`src/rtl/ivl_timer_pkg.sv`:
```
// Package: shared register addresses, control bit positions and widths for
// the interval timer. Assumes a 32-bit register data path.
package ivl_timer_pkg;

    localparam int DATA_W = 32;
    localparam int ADDR_W = 2;

    typedef enum logic [ADDR_W-1:0] {
        ADDR_CTRL  = 2'd0,
        ADDR_COUNT = 2'd1,
        ADDR_NEXT  = 2'd2
    } reg_addr_e;

    // Control/status bit positions (fixed, software decodes them)
    localparam int B_RUN  = 0;
    localparam int B_XFR  = 4;
    localparam int B_SGL  = 5;
    localparam int B_IE   = 6;
    localparam int B_DONE = 7;
    localparam int B_ERR  = 31;

    typedef struct packed {
        logic err;
        logic done;
        logic ie;
        logic run;
    } ctrl_t;

endpackage

```
`src/rtl/ivl_tick_gen.sv`:
```
// Tick generator: delivers a one-cycle microsecond enable.
// EXT_TICK=1 passes the tick_in pin through; EXT_TICK=0 divides clk by
// PRESCALE. Assumes PRESCALE >= 1 and tick_in is already synchronous.
module ivl_tick_gen #(
    parameter bit EXT_TICK = 1'b0,
    parameter int PRESCALE = 50
) (
    input  logic clk,
    input  logic rst_n,
    input  logic tick_in,
    output logic tick
);

    localparam int PW = (PRESCALE > 1) ? $clog2(PRESCALE) : 1;

    generate
        if (EXT_TICK) begin : g_ext
            logic unused_rst;
            assign unused_rst = rst_n;
            assign tick = tick_in;
        end else if (PRESCALE == 1) begin : g_every
            logic unused_in;
            assign unused_in = tick_in ^ rst_n;
            assign tick = 1'b1;
        end else begin : g_div
            logic [PW-1:0] psc_q;
            logic          unused_in;
            assign unused_in = tick_in;

            // Count system clocks modulo PRESCALE
            always_ff @(posedge clk) begin
                if (!rst_n)
                    psc_q <= '0;
                else if (psc_q == PW'(PRESCALE - 1))
                    psc_q <= '0;
                else
                    psc_q <= psc_q + 1'b1;
            end

            assign tick = (psc_q == PW'(PRESCALE - 1));

            a_r13_tick_spacing: assert property (@(posedge clk) disable iff (!rst_n)
                tick |=> !tick)
                else $error("R13: internal ticks back to back");
        end
    endgenerate

endmodule

```
`src/rtl/ivl_counter.sv`:
```
// Interval counter: live count that can be loaded from the reload value
// and stepped by one. A step from all ones wraps by reloading and pulses
// wrap in the same cycle. Assumes load and step may come together: the
// step then applies to the freshly loaded value.
module ivl_counter #(
    parameter int W = 32
) (
    input  logic         clk,
    input  logic         rst_n,
    input  logic         load,
    input  logic [W-1:0] load_val,
    input  logic         step,
    output logic [W-1:0] count,
    output logic         wrap
);

    logic [W-1:0] base;
    logic         at_max;

    // Select the value the step applies to
    always_comb begin
        base   = load ? load_val : count;
        at_max = &base;
        wrap   = step && at_max;
    end

    // Update the live count
    always_ff @(posedge clk) begin
        if (!rst_n)
            count <= '0;
        else if (step)
            count <= at_max ? load_val : base + 1'b1;
        else
            count <= base;
    end

    a_r3_load_copies: assert property (@(posedge clk) disable iff (!rst_n)
        (load && !step) |=> count == $past(load_val))
        else $error("R3: transfer did not copy reload value");

    a_r4_step_by_one: assert property (@(posedge clk) disable iff (!rst_n)
        (step && !load && !(&count)) |=> count == $past(count) + 1'b1)
        else $error("R4: step did not add one");

    a_r4_hold: assert property (@(posedge clk) disable iff (!rst_n)
        (!step && !load) |=> $stable(count))
        else $error("R4: count moved without step");

endmodule

```
`src/rtl/ivl_ctrl.sv`:
```
// Register file and control for the interval timer: control/status flags,
// reload register, interrupt request and read mux. Decides when the counter
// loads or steps, and updates done/error/irq on wrap. Assumes a control
// write cycle consumes any tick in that cycle.
module ivl_ctrl
    import ivl_timer_pkg::*;
(
    input  logic              clk,
    input  logic              rst_n,
    input  logic              reg_wr,
    input  logic [ADDR_W-1:0] reg_addr,
    input  logic [DATA_W-1:0] reg_wdata,
    input  logic              tick,
    input  logic              wrap,
    input  logic [DATA_W-1:0] count,
    output logic              load,
    output logic [DATA_W-1:0] next_val,
    output logic              step,
    output logic [DATA_W-1:0] reg_rdata,
    output logic              irq
);

    ctrl_t ctl_q, ctl_n;
    logic  irq_n;
    logic  ctl_wr, next_wr;
    logic  done_kept, err_kept;

    assign ctl_wr  = reg_wr && (reg_addr == ADDR_CTRL);
    assign next_wr = reg_wr && (reg_addr == ADDR_NEXT);

    // Counter commands: transfer/single step on write, else run ticks
    always_comb begin
        load = ctl_wr && reg_wdata[B_XFR];
        if (ctl_wr)
            step = reg_wdata[B_SGL] && !reg_wdata[B_RUN];
        else
            step = tick && ctl_q.run;
    end

    // Next-state of flags and interrupt request
    always_comb begin
        done_kept = ctl_q.done & ~(ctl_wr & reg_wdata[B_DONE]);
        err_kept  = ctl_q.err  & ~(ctl_wr & reg_wdata[B_ERR]);
        ctl_n.run = ctl_wr ? reg_wdata[B_RUN] : ctl_q.run;
        ctl_n.ie  = ctl_wr ? reg_wdata[B_IE]  : ctl_q.ie;
        ctl_n.done = done_kept | (wrap & ~done_kept);
        ctl_n.err  = err_kept  | (wrap &  done_kept);
        if (ctl_wr)
            irq_n = (irq | (wrap & ctl_n.ie)) & ctl_n.done & ctl_n.ie;
        else if (wrap)
            irq_n = ctl_q.ie;
        else
            irq_n = irq;
    end

    // State registers
    always_ff @(posedge clk) begin
        if (!rst_n) begin
            ctl_q    <= '0;
            irq      <= 1'b0;
            next_val <= '0;
        end else begin
            ctl_q <= ctl_n;
            irq   <= irq_n;
            if (next_wr)
                next_val <= reg_wdata;
        end
    end

    // Read mux; control reads expose only the four stored flags
    always_comb begin
        reg_rdata = '0;
        case (reg_addr)
            ADDR_CTRL: begin
                reg_rdata[B_ERR]  = ctl_q.err;
                reg_rdata[B_DONE] = ctl_q.done;
                reg_rdata[B_IE]   = ctl_q.ie;
                reg_rdata[B_RUN]  = ctl_q.run;
            end
            ADDR_COUNT: reg_rdata = count;
            ADDR_NEXT:  reg_rdata = next_val;
            default:    reg_rdata = '0;
        endcase
    end

    a_r9_irq_needs_done_ie: assert property (@(posedge clk) disable iff (!rst_n)
        irq |-> (ctl_q.done && ctl_q.ie))
        else $error("R9: irq without done and ie");

    a_r6_err_sticky: assert property (@(posedge clk) disable iff (!rst_n)
        (ctl_q.err && !(ctl_wr && reg_wdata[B_ERR])) |=> ctl_q.err)
        else $error("R6: error flag dropped");

    a_r5_wrap_sets_done: assert property (@(posedge clk) disable iff (!rst_n)
        wrap |=> ctl_q.done)
        else $error("R5: wrap left done clear");

    a_r7_wrap_irq: assert property (@(posedge clk) disable iff (!rst_n)
        (wrap && !ctl_wr && ctl_q.ie) |=> irq)
        else $error("R7: wrap with ie did not raise irq");

    a_r10_done_w1c: assert property (@(posedge clk) disable iff (!rst_n)
        (ctl_wr && reg_wdata[B_DONE] && !wrap) |=> !ctl_q.done)
        else $error("R10: done not cleared by write of one");

endmodule

```
`src/rtl/ivl_timer.sv`:
```
// Interval timer top: ties the tick source, the control/register block and
// the counter together. Assumes registers are accessed with a one-cycle
// write strobe and that reads are combinational.
module ivl_timer
    import ivl_timer_pkg::*;
#(
    parameter bit EXT_TICK = 1'b0,
    parameter int PRESCALE = 50
) (
    input  logic              clk,
    input  logic              rst_n,
    input  logic              tick_in,
    input  logic              reg_wr,
    input  logic [ADDR_W-1:0] reg_addr,
    input  logic [DATA_W-1:0] reg_wdata,
    output logic [DATA_W-1:0] reg_rdata,
    output logic              irq
);

    logic              tick;
    logic              load, step, wrap;
    logic [DATA_W-1:0] next_val, count;

    ivl_tick_gen #(
        .EXT_TICK (EXT_TICK),
        .PRESCALE (PRESCALE)
    ) u_tick (
        .clk     (clk),
        .rst_n   (rst_n),
        .tick_in (tick_in),
        .tick    (tick)
    );

    ivl_ctrl u_ctrl (
        .clk       (clk),
        .rst_n     (rst_n),
        .reg_wr    (reg_wr),
        .reg_addr  (reg_addr),
        .reg_wdata (reg_wdata),
        .tick      (tick),
        .wrap      (wrap),
        .count     (count),
        .load      (load),
        .next_val  (next_val),
        .step      (step),
        .reg_rdata (reg_rdata),
        .irq       (irq)
    );

    ivl_counter #(
        .W (DATA_W)
    ) u_count (
        .clk      (clk),
        .rst_n    (rst_n),
        .load     (load),
        .load_val (next_val),
        .step     (step),
        .count    (count),
        .wrap     (wrap)
    );

    a_r11_count_write_ignored: assert property (@(posedge clk) disable iff (!rst_n)
        (reg_wr && reg_addr == ADDR_COUNT && !step) |=> $stable(count))
        else $error("R11: write to count address changed count");

endmodule

```
`config.mk`:
```
export PLATFORM = sky130hd
export DESIGN_NAME = ivl_timer
export DESIGN_NICKNAME = d
export VERILOG_FILES = /design/src/rtl/ivl_timer_pkg.sv /design/src/rtl/ivl_tick_gen.sv /design/src/rtl/ivl_counter.sv /design/src/rtl/ivl_ctrl.sv /design/src/rtl/ivl_timer.sv
export SDC_FILE = /design/constraint.sdc
export NUM_CORES = 1
export LEC_CHECK = 0
export BUFFER_PORTS_ARGS = -buffer_cell sky130_fd_sc_hd__buf_2
export CAP_MARGIN = 20
export CORE_MARGIN = 2
export CORE_UTILIZATION = 30
export CTS_CLUSTER_SIZE = 20
export DETAILED_ROUTE_END_ITERATION = 12
export PLACE_DENSITY_LB_ADDON = 0.25
export SKIP_LAST_GASP = 1
export SYNTH_ARGS = -nofsm -noshare
export SYNTH_HDL_FRONTEND = slang
export SYNTH_SLANG_ARGS = --single-unit
```
`constraint.sdc`:
```
create_clock -name clk -period 9.36 [get_ports clk]
set_clock_uncertainty 0.1 [all_clocks]
set_input_delay 1.404 -clock clk [delete_from_list [all_inputs] [get_ports clk]]
set_output_delay 1.404 -clock clk [all_outputs]
set_load 0.02 [all_outputs]
```
### Word-level counts from Yosys, hierarchy flattened

Index checks and enable logic that the tools add are counted.

| operators by class | value |
|---|---|
| add/subtract/negate cells | 2 |
| equality and inequality tests | 3 |
| multiplexer cells | 12 |
| bitwise operators | 16 |
| reduce and logical (&&, ||, !) cells | 11 |

Operators by type and width:

| kind | count |
|---|---|
| $mux W32 | 3 |
| $pmux W23 S2 | 1 |
| $add A32 B1 Y32 const B | 1 |
| $reduce_and A32 Y1 | 1 |
| $pmux W5 S2 | 1 |
| $and A1 B1 Y1 | 9 |
| $add A6 B1 Y6 const B | 1 |
| $eq A6 B6 Y1 const B | 1 |
| $logic_and A1 B1 Y1 | 6 |
| $pmux W1 S3 | 2 |
| $pmux W2 S3 | 1 |
| $mux W1 | 4 |
| $not A1 Y1 | 4 |
| $or A1 B1 Y1 | 3 |
| $eq A2 B1 Y1 const B | 1 |
| $eq A2 B2 Y1 const B | 1 |
| $logic_not A2 Y1 | 1 |
| $reduce_bool A2 Y1 | 1 |
| $reduce_or A2 Y1 | 1 |
| $logic_not A1 Y1 | 1 |

| word-level totals | value |
|---|---|
| flip-flop bits (word level) | 75 |
| input bits | 38 |

### Longest topological paths before layout

| logic depth | value |
|---|---|
| depth in word-level cells | 11 |
| mapped depth | 17 |
| gate-level depth less buffers | 12 |

### By module

A second synthesis with hierarchy kept.

| unflattened totals | value |
|---|---|
| cells, all modules | 687 |
| area, all modules | 5348.9 sq um |

Modules (own cells, without submodules):

| module | times used | cells an instance | area an instance (sq um) | seq. area each (sq um) |
|---|---|---|---|---|
| ivl_counter | 1 | 411 | 3089.2 | 640.6 |
| ivl_ctrl | 1 | 248 | 1980.6 | 740.7 |
| ivl_tick_gen | 1 | 28 | 279.0 | 120.1 |

### Worst setup path before layout

No wires, ideal clock.

| timing | value |
|---|---|
| path kind | input to register |
| start | in reg_addr[0] |
| end | reg u_count.count[26] |
| arrival time | 4.788 ns |
| data required time | 9.130 ns |
| path slack | 4.342 ns |
| cell stages on the path | 17 |
| path buffers | 5 |
| cell sequence | inv_1 ha_1 buf_6 nand3_1 clkbuf_1 buf_1 clkbuf_1 nand2_1 o21ai_0 ha_1 inv_1 a211o_1 or4_4 buf_6 nor4_4 xor2_1 o22ai_1 |

| on the way | value |
|---|---|
| longest elaborated chain between the ends | 7 |

RTL lines:

| element | RTL line | RTL |
|---|---|---|
| start, declared | ivl_timer.sv:14 | `input logic [ADDR_W-1:0] reg_addr,` |
| $logic_not A2 Y1 (*) | ivl_ctrl.sv:28 | `assign ctl_wr = reg_wr && (reg_addr == ADDR_CTRL);` |
| $logic_and A1 B1 Y1 (*) | ivl_ctrl.sv:28 |  |
| $logic_and A1 B1 Y1 | ivl_ctrl.sv:33 | `load = ctl_wr && reg_wdata[B_XFR];` |
| $mux W32 | ivl_counter.sv:22 | `base = load ? load_val : count;` |
| $add A32 B1 Y32 or $reduce_and A32 Y1 (tied branches) | ivl_counter.sv:32, ivl_counter.sv:23 |  |
| $mux W32 | ivl_counter.sv:32 | `count <= at_max ? load_val : base + 1'b1;` |
| $mux W32 (*) | ivl_counter.sv:31 | `else if (step)` |
| end signal, assigned | ivl_counter.sv:32 |  |
| end signal, assigned | ivl_counter.sv:34 | `count <= base;` |
| end, declared | ivl_counter.sv:13 | `output logic [W-1:0] count,` |

Every way passes the cells marked *; elsewhere a longest branch is shown, timed or not.
A chain may end at the register's enable or synchronous reset.

### Worst setup path in the final report

| timing | value |
|---|---|
| start | in reg_addr[0] |
| end | reg u_count.count[8] |

The elaborated chain is that of the path after synthesis.

==> flow_summary.yaml <==
run_status:
  outcome: "finished clean"
logic_synthesis:
  ys_ff_latch: 75
  synth_top_area_cell: "dfxtp_1"
  synth-simple-area-share_pct: 30.6
  synth_mux_area_share_pct: 3.90
  avgSynthCellArea_sq_um: 7.32
  synth_compound_area_share_pct: 25.7
  synthTopCellsByArea: "dfxtp_1, nand2_1, a21oi_1"
  synth_common_cells: "nand2_1, dfxtp_1, a21oi_1"
  synthesis.nets: 716
  seq_area_frac_synth_pct: 30.6
  synthAdderAreaFrac_pct: 1.78
  synth_xor_area_share_pct: 2.32
  synth_ff_type: "dfxtp_1"
  synth.most_common_cell: "nand2_1"
  syn_inst: 671
  synth_top_cell_area_share_pct: 30.6
  synth_top_family_by_area: "simple AND/OR/NAND/NOR gates"
  syn_area_sq_um: 4910
  yosysWarnings: 0
  synth-edff-count: 0
  ys_async_sr_fraction_pct: 0
  synthDistinctLibCells: 60
setup_path:
  critPathMaxFanout: 36
  worstReg2RegEnd: "u_count.count[8]"
  r2r_start: "u_count.count[7]"
  r2r_slack_ps: 6060
  required_ps: 9560
  reg2reg_depth: 8
  crit_path_start_kind: "input pin"
  critPathCaptureType: "flop"
  crit_family: "simple AND/OR/NAND/NOR gates"
  crit_path_top_delay_cell: "nor4_4"
  critical_path_class: "input pin to flop"
  cp_slowest_stage_delay_ps: 790
  cp.arrival_ps: 5550
  cp.buffers_inverters: 4
  path_cells: "buf_2 -> inv_1 -> ha_1 -> nand3_2 -> o21ai_0 -> ha_1 -> inv_1 -> a211o_1 -> nor4_4 -> buf_4 -> nor2_1 -> a22oi_1 -> o211a_1"
die:
  die_w_um: 132
  dieHeight_um: 132
  start_util_pct: 30.8
  core-area_sq_um: 15900
  pin_count: 71
  rows: 46
  die_area_sq_um: 17400
clocking:
  ctsResizeCount: 0
  cts_buffer_depth: 2
  cts_tree: "yes"
  insertion_delay_ps: 350
  cts_made_buffers: 9
  cts_hold_buf: 0
  clock-sinks: 75
  cts-root-buf: "clkbuf_16"
  cts_max_level: 3
  cts.clk_slew.worst_paths_ps: 60
  cts_setup_buffers: 0
global_routing:
  track_usage_pct: 18.0
  overflow: 0
  grt_pass1_vias: 4815
  grt_pass1_wl_mm: 25.4
  grt_max_degree: 47
  antenna_found_initial: 1
cells_and_area:
  fillers: 1763
  nNetsFinal: 755
  utilization_pct: 35.6
  drive_gt1_share_pct: 14.5
  antennaDiodeCount: 0
  area_delta_synth_final_pct: 15.5
sta:
  post-route-min-period_ps: 5350
  worstMarginPinSlew_ps: 901
  hold_viol: 0
  holdWs_ps: 369
  fin_crit_sh_pct: 57.2
  drv_slew: 0
  setup_viol: 0
  fin_tns_setup_ps: 0
  rsz0062_at_grt: "false"
  fmax_mhz: 187
  maxSlewHeadroom_pct: 39.5
detailed_routing:
  wl_mm: 15.6
  ant_nets: 0
  wire_per_inst_um: 16.7
  wirelength_met1_mm: 7.17
  via_per_inst: 5.45
  highest_layer: "met4"
  first_pass_iters: 4
  wl_met3_um: 613
  drt_iter0_drc: 442
  drc: 0
  vias: 5076
  wl_met2_mm: 7.42
power:
  switching_share_pct: 26.3
  combPwrFrac_pct: 8.8
  total_power_uw: 739
  p_per_area_nw_per_um2: 130
  p_int_uw: 545
  p_leak_uw: 0.00207
  clkPwrFrac_pct: 45.2
  p_switching_uw: 194
  max-vdd-ir-drop_v: 0.0000843
  pwr-share-seq_pct: 46.0
place:
  place.gp.congestion: 0.881
  portBuffers: 69
  hpwl_mm: 10.8
flow_run:
  drv_cap: 0
hold_path:
  hp-start: "u_tick.g_div.psc_q[0]"
  min_path_cells: 1
  hold_class: "flop to flop"
  holdPathEnd: "u_tick.g_div.psc_q[0]"
[placed cells by master, fill, tap and decap left out, drive strengths merged, types with 17 or more instances in the layout]
cell and count:
dfxtp 75, buf 78, nand4 17, nand2 124, o21ai 34, nor2 46, nor2b 28, mux2i 18
a22oi 35, nand3 27, a21oi 67
[power groups by stage]
stage | Sequential, uW | Combinational [uW] | Clock [uW]
6_report | 340 | 65.3 | 334
5_1_grt | 341 | 72.9 | 355
4_1_cts | 340 | 66.1 | 341
3_5_place_dp | 347 | 66.0 | 0
3_3_place_gp | 347 | 65.8 | 0
2_1_floorplan | 342 | 45.1 | 0
[worst max-delay path by stage]
stage,endpoint,startpoint,cells past startpoint
after floorplan,u_count.count[26],reg_addr[0],17
after global placement,u_count.count[8],reg_addr[0],13
after detailed placement,u_count.count[8],reg_addr[1],13
after CTS,u_count.count[8],reg_addr[1],13
after global routing,u_count.count[18],reg_addr[0],13
final,u_count.count[8],reg_addr[0],13
[routing by layer]
layer	global-route usage [%]	vias to the layer above
li1	-	2522
met1	23.1	2414
met2	29.7	119
met3	2.81	21
met4	8.15	0
met5	0	-
[area by class of cell]
type / instances / area (sq um) / area share (%)
clock buffers: 12 / 256 / 4.52
clock inverters: 4 / 25.0 / 0.441
inverters: 8 / 30.0 / 0.529
multi-input cells: 538 / 3180 / 56.0
flip-flops and latches: 75 / 1500 / 26.5
well taps: 216 / 270 / 4.77
repair buffers: 78 / 413 / 7.28
[stage by stage]
step / std cells / worst slack (ps) / instance area (sq um)
after CTS: 931 / 3980 / 5670
after global routing: 931 / 3620 / 5670
after floorplan: 671 / 4340 / 4910
after detailed placement: 915 / 3650 / 5390
final: 931 / 4010 / 5670
after global placement: 915 / 3680 / 5390
[registers in the layout, summed over array words and instances, names as in the netlist]
signal,flops
u_ctrl.next_val,32
u_ctrl.irq,1
u_count.count,32
u_ctrl.ctl_q,4
u_tick.g_div.psc_q,6
[logic make-up after synthesis]
group | after synthesis
multiplexers | 19
AO/OA/AOI/OAI | 195
flip-flops | 75
adder cells (fa/ha/maj) | 7
XOR/XNOR | 13
AND/OR/NAND/NOR | 304
buffers and inverters | 58
Note: power is estimated with default switching activity, not from simulation.
